<file path="src/rtl/lcd_dualscan_pkg.sv">
package lcd_dualscan_pkg;
  // Colour-depth selector; both 4-bit codes map to the shortest line.
  typedef enum logic [1:0] {
    DEPTH_1  = 2'b00,
    DEPTH_2  = 2'b01,
    DEPTH_4  = 2'b10,
    DEPTH_4X = 2'b11
  } depth_e;
endpackage

</file>
<file path="src/rtl/lcd_cl2_phase.sv">
// Divides the reference clock into shift-clock slots.
module lcd_cl2_phase #(
  parameter int unsigned CL2_HALF = 2
) (
  input  logic clk,
  input  logic rst,
  input  logic run,
  output logic phase_last,
  output logic hi_half
);
  localparam int unsigned PER = 2 * CL2_HALF;
  localparam int unsigned PW  = (PER > 2) ? $clog2(PER) : 1;
  localparam logic [PW-1:0] PH_LAST = PW'(PER - 1);
  localparam logic [PW-1:0] PH_HALF = PW'(CL2_HALF);

  logic [PW-1:0] ph;

  always_ff @(posedge clk) begin
    if (rst)      ph <= '0;
    else if (run) ph <= phase_last ? '0 : ph + 1'b1;
  end

  assign phase_last = (ph == PH_LAST);
  assign hi_half    = (ph < PH_HALF);
endmodule

</file>
<file path="src/rtl/lcd_scan_ctr.sv">
// Slot and line position plus frame-aligned depth latch.
module lcd_scan_ctr
  import lcd_dualscan_pkg::*;
#(
  parameter int unsigned PIX_PER_LINE = 160,
  parameter int unsigned FRAME_LINES  = 200,
  parameter int unsigned FLM_DELAY    = 3,
  parameter int unsigned LINE_CL2_D1  = 313,
  parameter int unsigned LINE_CL2_D2  = 219,
  parameter int unsigned LINE_CL2_D4  = 164
) (
  input  logic   clk,
  input  logic   rst,
  input  logic   run,
  input  logic   step,
  input  depth_e mode_sel,
  output logic   in_burst,
  output logic   is_latch,
  output logic   next_in_burst,
  output logic   flm_win
);
  localparam int unsigned LP_A   = (LINE_CL2_D1 > LINE_CL2_D2) ? LINE_CL2_D1 : LINE_CL2_D2;
  localparam int unsigned LP_MAX = (LP_A > LINE_CL2_D4) ? LP_A : LINE_CL2_D4;
  localparam int unsigned SW     = $clog2(LP_MAX + 1);
  localparam int unsigned LW     = $clog2(FRAME_LINES + 1);
  localparam logic [SW-1:0] PIX_S  = SW'(PIX_PER_LINE);
  localparam logic [SW-1:0] DLY_S  = SW'(FLM_DELAY);
  localparam logic [SW-1:0] LP1_S  = SW'(LINE_CL2_D1);
  localparam logic [SW-1:0] LP2_S  = SW'(LINE_CL2_D2);
  localparam logic [SW-1:0] LP4_S  = SW'(LINE_CL2_D4);
  localparam logic [LW-1:0] LAST_L = LW'(FRAME_LINES - 1);

  depth_e        mode_q;
  logic [SW-1:0] slot;
  logic [SW-1:0] lp;
  logic [LW-1:0] line;
  logic          slot_end;
  logic          frame_end;

  always_comb begin
    case (mode_q)
      DEPTH_1: lp = LP1_S;
      DEPTH_2: lp = LP2_S;
      default: lp = LP4_S;
    endcase
  end

  assign slot_end  = (slot == lp - 1'b1);
  assign frame_end = slot_end && (line == LAST_L);

  always_ff @(posedge clk) begin
    if (rst) begin
      slot   <= '0;
      line   <= '0;
      mode_q <= mode_sel;
    end else if (run && step) begin
      if (slot_end) begin
        slot <= '0;
        line <= (line == LAST_L) ? '0 : line + 1'b1;
        if (frame_end) mode_q <= mode_sel;
      end else begin
        slot <= slot + 1'b1;
      end
    end
  end

  assign in_burst      = (slot < PIX_S);
  assign is_latch      = (slot == PIX_S);
  assign next_in_burst = slot_end || ((slot + 1'b1) < PIX_S);
  assign flm_win       = (line == '0) && (slot >= DLY_S) && (slot <= PIX_S);
endmodule

</file>
<file path="src/rtl/lcd_pix_fetch.sv">
// Takes one pixel beat per burst slot and drives both nibble buses.
module lcd_pix_fetch (
  input  logic       clk,
  input  logic       rst,
  input  logic       run,
  input  logic       phase_last,
  input  logic       next_in_burst,
  input  logic       pix_valid,
  input  logic [7:0] pix_data,
  output logic       pix_ready,
  output logic [3:0] upper,
  output logic [3:0] lower
);
  logic [7:0] beat_q;

  assign pix_ready = !rst && (!run || (phase_last && next_in_burst));

  always_ff @(posedge clk) begin
    if (rst)                    beat_q <= '0;
    else if (pix_ready)         beat_q <= pix_valid ? pix_data : 8'h00;
    else if (run && phase_last) beat_q <= '0;
  end

  assign upper = beat_q[7:4];
  assign lower = beat_q[3:0];
endmodule

</file>
<file path="src/rtl/lcd_dualscan_timing.sv">
module lcd_dualscan_timing
  import lcd_dualscan_pkg::*;
#(
  parameter int unsigned CL2_HALF     = 2,
  parameter int unsigned PIX_PER_LINE = 160,
  parameter int unsigned FRAME_LINES  = 200,
  parameter int unsigned FLM_DELAY    = 3,
  parameter int unsigned LINE_CL2_D1  = 313,
  parameter int unsigned LINE_CL2_D2  = 219,
  parameter int unsigned LINE_CL2_D4  = 164
) (
  input  logic       clk,
  input  logic       rst,
  input  logic [1:0] mode_sel,
  input  logic       pix_valid,
  output logic       pix_ready,
  input  logic [7:0] pix_data,
  output logic       lcd_cl2,
  output logic       lcd_cl1,
  output logic       lcd_flm,
  output logic       lcd_m,
  output logic [3:0] lcd_du,
  output logic [3:0] lcd_dl
);
  if (LINE_CL2_D1 < PIX_PER_LINE + 2 || LINE_CL2_D2 < PIX_PER_LINE + 2 ||
      LINE_CL2_D4 < PIX_PER_LINE + 2 || FLM_DELAY >= PIX_PER_LINE ||
      CL2_HALF < 1 || FRAME_LINES < 2) begin : g_bad_cfg
    $error("lcd_dualscan_timing: inconsistent timing parameters");
  end

  logic run_q;
  logic phase_last, hi_half;
  logic in_burst, is_latch, next_in_burst, flm_win;

  always_ff @(posedge clk) begin
    if (rst) run_q <= 1'b0;
    else     run_q <= 1'b1;
  end

  lcd_cl2_phase #(.CL2_HALF(CL2_HALF)) u_phase (
    .clk        (clk),
    .rst        (rst),
    .run        (run_q),
    .phase_last (phase_last),
    .hi_half    (hi_half)
  );

  lcd_scan_ctr #(
    .PIX_PER_LINE (PIX_PER_LINE),
    .FRAME_LINES  (FRAME_LINES),
    .FLM_DELAY    (FLM_DELAY),
    .LINE_CL2_D1  (LINE_CL2_D1),
    .LINE_CL2_D2  (LINE_CL2_D2),
    .LINE_CL2_D4  (LINE_CL2_D4)
  ) u_scan (
    .clk           (clk),
    .rst           (rst),
    .run           (run_q),
    .step          (phase_last),
    .mode_sel      (depth_e'(mode_sel)),
    .in_burst      (in_burst),
    .is_latch      (is_latch),
    .next_in_burst (next_in_burst),
    .flm_win       (flm_win)
  );

  lcd_pix_fetch u_fetch (
    .clk           (clk),
    .rst           (rst),
    .run           (run_q),
    .phase_last    (phase_last),
    .next_in_burst (next_in_burst),
    .pix_valid     (pix_valid),
    .pix_data      (pix_data),
    .pix_ready     (pix_ready),
    .upper         (lcd_du),
    .lower         (lcd_dl)
  );

  assign lcd_cl2 = run_q && in_burst && hi_half;
  assign lcd_cl1 = run_q && is_latch;
  assign lcd_flm = run_q && flm_win;
  assign lcd_m   = run_q;
endmodule

</file>
<file path="config.mk">
export PLATFORM = sky130hd
export DESIGN_NAME = lcd_dualscan_timing
export DESIGN_NICKNAME = d
export VERILOG_FILES = /design/src/rtl/lcd_dualscan_pkg.sv /design/src/rtl/lcd_cl2_phase.sv /design/src/rtl/lcd_scan_ctr.sv /design/src/rtl/lcd_pix_fetch.sv /design/src/rtl/lcd_dualscan_timing.sv
export SDC_FILE = /design/constraint.sdc
export NUM_CORES = 1
export LEC_CHECK = 0
export CAP_MARGIN = 30
export CORE_MARGIN = 5
export CORE_UTILIZATION = 50
export CTS_CLUSTER_DIAMETER = 80
export DETAILED_ROUTE_END_ITERATION = 6
export DONT_BUFFER_PORTS = 1
export GPL_TIMING_DRIVEN = 0
export PLACE_DENSITY_LB_ADDON = 0.05
export SYNTH_ARGS = -nofsm -noshare
export SYNTH_HDL_FRONTEND = slang
export SYNTH_SLANG_ARGS = --single-unit
</file>
<file path="constraint.sdc">
create_clock -name clk -period 3.95 [get_ports clk]
set_input_delay 0.5925 -clock clk [delete_from_list [all_inputs] [get_ports clk]]
set_output_delay 0.5925 -clock clk [all_outputs]
set_load 0.01 [all_outputs]
</file>
Word-level counts from Yosys, hierarchy flattened
Cells that the tools add are included.

word-level totals
  register bits = 30
  output and inout port bits = 13

operators by class
  add/sub/neg operators = 4
  $lt $le $gt $ge = 5
  equality and inequality tests = 5
  mux-type cells = 12
  reductions and logical operators = 22

operators by type and width
  operator               number
  $mux W8                4
  $lt A9 B8 Y1 const B   2
  $pmux W9 S2            1
  $logic_and A1 B1 Y1    10
  $mux W2                5
  $add A9 B1 Y9 const B  1
  $eq A9 B8 Y1 const B   1
  $eq A9 B9 Y1           1
  $ge A9 B2 Y1 const B   1
  $le A9 B8 Y1 const B   1
  $mux W9                1
  $sub A9 B1 Y9 const B  1
  $add A8 B1 Y8 const B  1
  $eq A8 B8 Y1 const B   1
  $logic_not A8 Y1       1
  $reduce_bool A2 Y1     4
  $reduce_and A3 Y1      1
  $add A2 B1 Y2 const B  1
  $eq A2 B1 Y1 const B   1
  $eq A2 B2 Y1 const B   1
  $logic_not A1 Y1       2
  $logic_not A2 Y1       1
  $logic_or A1 B1 Y1     2
  $lt A2 B2 Y1 const B   1
  other kinds (2)        2

Longest topological paths before layout
Gate-level depths: netlist of the first run.

  word-level depth = 9
  gate-level depth with buffers = 8

Hierarchy
Synthesis of the first run repeated with hierarchy kept, for this count alone.

unflattened totals
  cell total of the unflattened synthesis = 186
  area, all modules = 1621.6 sq um

modules (own cells, without submodules)
  module               instances  cells each  area each (sq um)
  lcd_scan_ctr         1          150         1197.4
  lcd_pix_fetch        1          22          290.3
  lcd_cl2_phase        1          9           90.1
  lcd_dualscan_timing  1          5           43.8

Least setup slack after synthesis of the first run
No wires, ideal clock.

  kind = reg2out
  start point = reg u_scan.slot[1]
  end point = out pix_ready
  data arrival time = 1.667 ns
  slack = 1.691 ns
  stages on the path, launching flop included = 7
  path buffers = 0
  cells stage by stage = dfxtp_1 > ha_1 > nand2_1 > o31a_1 > nor4_4 > a21oi_1 > o21ai_0

on the way
  longest elaborated chain between the ends = 6

ends and longest elaborated chain
  element                  line                       source
  start, declared          lcd_scan_ctr.sv:34         logic [SW-1:0] slot;
  start signal, assigned   lcd_scan_ctr.sv:62         slot <= slot + 1'b1;
  $add A9 B1 Y9            lcd_scan_ctr.sv:69         assign next_in_burst = slot_end || ((slot + 1'b1) < PIX_S);
  $lt A9 B8 Y1             lcd_scan_ctr.sv:69
  $logic_or A1 B1 Y1 (*)   lcd_scan_ctr.sv:69
  $logic_and A1 B1 Y1 (*)  lcd_pix_fetch.sv:16        assign pix_ready = !rst && (!run || (phase_last && next_in_burst));
  $logic_or A1 B1 Y1 (*)   lcd_pix_fetch.sv:16
  $logic_and A1 B1 Y1 (*)  lcd_pix_fetch.sv:16
  end, declared            lcd_dualscan_timing.sv:16  output logic pix_ready,

Every way passes the cells marked *; elsewhere a longest branch is shown, timed or not.

Worst setup path in the final report of the first run
Same ends and word-level chain as after synthesis.

==> results.md, run 1 <==
- Sequential cell area: 621 um2
- Main flop type after synthesis: dfxtp_1
- Setup_tns: 0 ns
- Starting Density: 51.4%
- Crit Path Category: reg2out
- Via count: approximately 1900
- Syn. warnings: 0
- Share of layout cells above drive strength 1: 8.66%
- Unrepaired setup endpoints after global routing: false
- Vias per cell: 6.24
- Hold_buf cts: 0
- Status: finished, final reports clean
- Mapped cell area: 0.00188 mm2
- Netlist cell types: 48
- Worst r2r src: u_scan.line[0]
- GRT Residual Overflow: 0
- HPWL Detailed: 3.49 mm
- Filler cell count in the final layout: between 300 and 400
- Register area share after synthesis: between 30% and 40%
- Final worst slack: 1.06 ns
- Post-synth ARST share: 0%
- Highest clock rate: between 0.3 and 0.4 GHz
- Clock Skew: 0.00589 ns
- Die Wd: ~71 um
- CP Capture Type: output port
- Post-CTS setup buffer count: 0
- VDD IR max: approximately 0.2 mV
- Seq cells post-synth: 30
- Final hold vios: 0
- CTS buffer count: 5
- Vias in the first global route: 1684
- Residual DRC: 0
- # resized after CTS: 0
- Area delta synth->final: 9.38%
- MaxCap Viol Count: 0
- Nature of the critical path startpoint: flop
- Clock transition at the registers of the reported paths: 0.07 ns
- Design area: 0.00206 mm2
- ANT nets after route: 0
- GRT Util Overall: 19.8%
- IO Count: 26
- P_leak: 0.715 nW
- Avg WL per Cell: 16.5 um
- Post-Place Cells: 294
- CTS Buffer Depth: 2
- Mapped Nets: 264
- Worst Tran Pin Value: 0.914 ns
- Antenna violations before repair: 0
- PD cells: 338 mW/mm2
- Register-to-register setup slack: about 1.7 ns
- Drt pass-1 iters: 4
- Core area: 0.00366 mm2
- CTS sink count: 30
- Slew Limit Headroom: 38.5%
- Fin. max-slew vios: 0
- Port Buffers: 0
- CP max FO: 9
- CTS tree: built
- Number of flops mapped to enable cells by yosys: 2
- Clk Latency, worst-skew pair: approximately 0.28 ns
- Worst EP required: between 3 and 4 ns
- Root buffer cell: clkbuf_8
- Post-DP Area: 0.00194 mm2
- H-tree lvl count: 2
- Largest net degree at the start of global routing: 11
- First-pass GRT wire length: 8.15 mm
- Mapped Cells: 246
- # diodes: 0
- Non-Filler Instances: 302
- Min Tclk post-route: 2.89 ns
- Detailed Route WL: 4.99 mm
- Crit. Startpoint: u_scan.slot[1]
- DIE AREA: 0.00509 mm2
- Final setup viols: 0
- Place WS: 1.40 ns
- Reg2reg path depth: 5
- Die H: approximately 71 um
- FP Rows: 22
- Synth Area per Inst: 7.64 um2
- Worst Setup EP: pix_ready
- Nets: 271
- HP Class: in2reg
- Worst EP arrival: about 2.3 ns
- Reg2reg end: u_scan.mode_q[1]
- DRT iter0 DRCs: 156
- Fin crit share: about 73%
- Gpl congestion: 0.868
- Multi-input logic area: ~0.0011 mm2
## worst max-delay path, stage by stage, from the launching register on
cell and delay [ns]:
dfxtp_1 0.48, ha_1 0.34, nand2_1 0.13, o31a_1 0.32, nor4_4 0.41, a21oi_1 0.14
o21ai_0 0.19
## registers in the layout, indices dropped and copies added, names as in the netlist
register,cells
u_scan.mode_q,2
u_fetch.beat_q,8
u_phase.ph,2
u_scan.line,8
lcd_m,1
u_scan.slot,9
## cell families (layout without fill, tap and decap cells)
| logic type | Yosys count | in the layout | synth area share [%] |
|---|---|---|---|
| and+or+nand+nor | 113 | 113 | 33.6 |
| muxes | 3 | 3 | 1.66 |
| DFF | 30 | 30 | 33.0 |
| xor gates and xnor gates | 1 | 1 | 0.466 |
| AOI/OAI and AO/OA | 68 | 68 | 22.1 |
| buffers and inverters | 26 | 34 | 5.85 |
| adders and majority gates | 5 | 5 | 3.33 |
## layer usage
layer	vias up	routed length, um	GRT usage, %
li1	925	-	-
met1	883	2240	26.7
met2	65	2290	30.2
met3	11	375	5.19
met4	0	93	7.72
met5	-	0	0
## power breakdown
| part | internal (W) | switching, W | leakage (nW) |
|---|---|---|---|
| combinational | 0.0000170 | 0.0000314 | 0.410 |
| clock | 0.000206 | 0.000119 | 0.0585 |
| sequential | 0.000314 | 0.00000884 | 0.247 |
| total | 0.000536 | 0.000159 | 0.715 |
## per-stage QoR
step	total power, W	hold slack [ns]	utilization [%]
4_1_cts	0.000699	0.395	56.2
5_1_grt	0.000720	0.382	56.2
2_1_floorplan	0.000364	0.472	-
6_report	0.000695	0.399	56.2
3_5_place_dp	0.000377	0.505	53.0
3_3_place_gp	0.000376	0.507	53.0
## cell usage in the layout, fill, tap and decap left out, types with 4 or more instances in the layout
master	Yosys	layout
o22ai_1	8	8
o21ai_0	10	10
ha_1	5	5
nand3_1	19	19
or3_1	4	4
clkbuf_1	11	12
clkbuf_8	0	6
buf_2	4	4
inv_1	8	8
nor2_1	9	9
and3_1	9	9
nand2_1	35	35
dfxtp_1	28	28
a21oi_1	33	33
a31oi_1	4	4
nor3_1	8	8
a311oi_1	4	4
## area by class of cell
cell class	instances	area share (%)
Buffer	18	3.89
Clock inverter	1	1.46
Multi-Input combinational cell	190	55.9
Inverter	8	1.46
Tap cell	48	2.92
Sequential cell	30	30.2
Clock buffer	7	4.20
## synthesized netlist by cell type, types with 2 or more instances
cell       n  area, um2
o21ai_0   10       50.1
dfxtp_1   28        561
nor2b_1    3       18.8
mux2i_1    2       20.0
inv_1      8       30.0
buf_2      4       20.0
nand3_1   19       95.1
nor3_1     8       40.0
a311oi_1   4       35.0
nor4b_1    2       17.5
nand2_1   35        131
a31oi_1    4       25.0
clkbuf_1  11       41.3
buf_4      2       15.0
nor4_1     3       18.8
and3_1     9       56.3
and2_1     3       18.8
edfxtp_1   2       60.1
ha_1       5       62.6
a21oi_1   33        165
o22ai_1    8       50.1
nand4_1    3       18.8
or3_1      4       25.0
or4_1      3       22.5
nor2_1     9       33.8
nand2b_1   2       12.5
## worst min-delay path by stage
stage | slack (ns) | cells past startpoint | startpoint | endpoint
after global routing | 0.38 | 0 | mode_sel[1] | u_scan.mode_q[1]
after floorplan | 0.47 | 2 | u_scan.line[7] | u_scan.line[7]
after CTS | 0.39 | 0 | mode_sel[0] | u_scan.mode_q[0]
final | 0.40 | 0 | mode_sel[0] | u_scan.mode_q[0]
after detailed placement | 0.51 | 2 | u_scan.slot[0] | u_scan.slot[0]
after global placement | 0.51 | 2 | u_scan.line[7] | u_scan.line[7]
No activity file was read; power rests on OpenSTA's default activity.
==> run 2: changes to the inputs <==
Settings changed: ABC_AREA set to 1.
Clock period 3.95 ns to 2.65 ns, I/O delays scaled along.
==> results.md, run 2 <==
- Area delta synth->final: 7.01%
- Largest register FFs: 9 (unchanged)
- Leading cell type in the layout, fill and taps excluded: nand2_1
- Cell taking the most area after synthesis: dfxtp_1
- DIE AREA: 0.00466 mm2 (-8.4%)
- Status: finished, final reports clean
- Biggest regs: u_scan.slot: 9 flops, u_fetch.beat_q: 8 flops, u_scan.line: 8 flops
- Syn. warnings: 0 (unchanged)
- Sw Pwr: 0.000191 W (+20%)
- Nets: 276 (+1.8%)
- Via count: 1532 (-19%)
- Post-CTS setup buffer count: 0 (unchanged)
- Mapped cell area: 0.00170 mm2 (-9.8%)
- # diodes: 0 (unchanged)
- Drt pass-1 iters: 4 (unchanged)
- Port Buffers: 0 (unchanged)
- HPWL Detailed: 2.80 mm (-20%)
- FP Rows: 21 (-4.5%)
- Highest clock rate: 0.406 GHz
- Most frequent cells after synthesis: 72 x nand2_1, 37 x inv_1, 28 x dfxtp_1
- CTS sink count: 30 (unchanged)
- PD cells: 439 mW/mm2 (+30%)
- Netlist cell types: 32 (-33%)
- Register area share after synthesis: 36.6% (+3.6 points)
- Vias in the first global route: 1314 (-22%)
- Area share of the largest cell type after synthesis: 33.0% (+3.2 points)
- Worst EP arrival: 2.06 ns (-0.24 ns)
- Fin crit share: 92.9%
- Largest Register: u_scan.slot
- H-tree lvl count: 2 (unchanged)
- GRT Residual Overflow: 0 (unchanged)
- Hold_buf cts: 0 (unchanged)
- Gate power share: 6.2% (-0.8 points)
- First-pass GRT wire length: 6.03 mm (-26%)
- IO Count: 26 (unchanged)
- Power share of the sequential group: 59.7% (+13 points)
- Unrepaired setup endpoints after global routing: false
- VDD IR max: 0.288 mV (+48%)
- Min Tclk post-route: 2.46 ns
- CP Capture Type: output port
- Clk pwr share: 34.1% (-13 points)
- MaxCap Viol Count: 0 (unchanged)
- Clock Skew: 0.00987 ns (+0.00399 ns)
- HP Class: in2reg
- Filler cell count in the final layout: 339 (-1.7%)
- Mapped Cells: 251 (+2.0%)
- Post-DP Area: 0.00175 mm2 (-9.6%)
- Final hold vios: 0 (unchanged)
- Sw frac: 24.0% (+1.2 points)
- Die Wd: 68.3 um (-4.3%)
- Crit. Startpoint: u_scan.slot[0]
- Fin. max-slew vios: 0 (unchanged)
- Nature of the critical path startpoint: flop
- Post-synth ARST share: 0% (unchanged)
- CP max FO: 5 (-4)
- Starting Density: 51.2% (-0.12 points)
- Vias per cell: 5.04 (-19%)
- Final setup viols: 0 (unchanged)
- Most frequent cells in the layout: 72 x nand2_1, 37 x inv_1, 28 x dfxtp_1, 23 x a21oi_1, 17 x nand3_1
- Core area: 0.00331 mm2 (-9.6%)
- P_leak: 0.840 nW (+17%)
- Detailed Route WL: 3.68 mm (-26%)
- Main flop type after synthesis: dfxtp_1
- GRT Util Overall: 17.4% (-2.4 points)
- P_int: 0.000606 W (+13%)
- Clk Latency, worst-skew pair: 0.32 ns (+0.04 ns)
- Seq cells post-synth: 30 (unchanged)
- Avg WL per Cell: 12.1 um (-27%)
- Root buffer cell: clkbuf_4
- Crit Path Category: reg2out
- Worst r2r src: u_scan.mode_q[1]
- Gpl congestion: 0.879 (+1.3%)
- Residual DRC: 0 (unchanged)
- CTS tree: built
- Synth Area per Inst: 6.76 um2 (-12%)
- Share of layout cells above drive strength 1: 8.14% (-0.52 points)
- Synth area leaders: dfxtp_1 33%, nand2_1 16%, inv_1 8.2%, a21oi_1 6.8%, nand3_1 5.0%
- DRT iter0 DRCs: 131 (-16%)
- Largest net degree at the start of global routing: 11 (unchanged)
- Top-count cell post-synth: nand2_1
- CTS buffer count: 5 (unchanged)
- Hold wc startpoint: mode_sel[0]
- Worst EP required: 2.25 ns (-1.11 ns)
- Mapped Nets: 269 (+1.9%)
- Antenna violations before repair: 0 (unchanged)
- Worst Tran Pin Value: 0.676 ns (-0.238 ns)
- ANT nets after route: 0 (unchanged)
- Slew Limit Headroom: 54.6% (+16 points)
- Clock transition at the registers of the reported paths: 0.09 ns (+0.02 ns)
- Setup_tns: 0 ns (unchanged)
- Number of flops mapped to enable cells by yosys: 2 (unchanged)
- Design area: 0.00182 mm2 (-12%)
- Die H: 68.3 um (-4.3%)
- CTS Buffer Depth: 2 (unchanged)
run 2: layout make-up:
| type | count | area [um2] | share of cell area [%] |
|---|---|---|---|
| inverters | 38 | 145 | 7.99 |
| multi-input cells | 176 | 902 | 49.7 |
| clock buffers | 7 | 55.1 | 3.03 |
| plain buffers | 7 | 35.0 | 1.93 |
| well taps | 46 | 57.6 | 3.17 |
| flip-flops and latches | 30 | 621 | 34.2 |
run 2: kinds of logic after synthesis:
kind of cell,count (synthesis),share of synthesized area (%)
flops,30,36.6
buf+inv,45,10.6
compound gates,40,12.9
simple gates,128,34.7
xor+xnor,3,1.55
fa+ha+maj,5,3.69
run 2: power groups by stage:
stage / Sequential [W] / Combinational, W / Clock, W
2_1_floorplan: 0.000484 / 0.0000396 / 0
3_3_place_gp: 0.000487 / 0.0000495 / 0
3_5_place_dp: 0.000487 / 0.0000500 / 0
4_1_cts: 0.000476 / 0.0000505 / 0.000283
5_1_grt: 0.000478 / 0.0000578 / 0.000305
6_report: 0.000476 / 0.0000495 / 0.000271
run 2: what timing repair did:
item	4_1_cts	5_1_grt
gates resized for setup	2	0
setup endpoints to repair	1	0
hold endpoints to repair	0	0
run 2: stage by stage:
stage	cells	worst slack [ns]	utilization (%)	hold WS [ns]	total power (W)
final	304	0.188	54.8	0.163	0.000797
after detailed placement	297	0.148	53.0	0.467	0.000537
after global placement	297	0.140	53.0	0.469	0.000536
after floorplan	251	0.553	-	0.444	0.000524
after global routing	304	0.0368	54.8	0.137	0.000840
after CTS	304	0.152	54.8	0.149	0.000809
run 2: path summary, 6_finish.rpt:
kind / slack [ns] / endpoint / cells past startpoint
setup / recovery: 0.19 / lcd_flm / 6
hold / removal: 0.16 / u_scan.mode_q[0] / 0
setup reg to reg: 0.61 / u_scan.mode_q[0] / 5
hold reg to reg: 0.48 / u_phase.ph[0] / 1
run 2: critical path, cell delays in order, from the launching register on:
cell       delay (ns)
dfxtp_1          0.36
inv_1            0.16
ha_1             0.17
nand3_1          0.07
nor3_1           0.46
nor2_1           0.12
a2111oi_2        0.40
run 2: layer usage:
layer	vias up	GRT usage, %	part of all wire, %
met5	-	0	0
met4	0	6.70	1.1
met3	4	5.09	5.6
met2	40	26.4	47
met1	668	23.1	47
li1	820	-	-
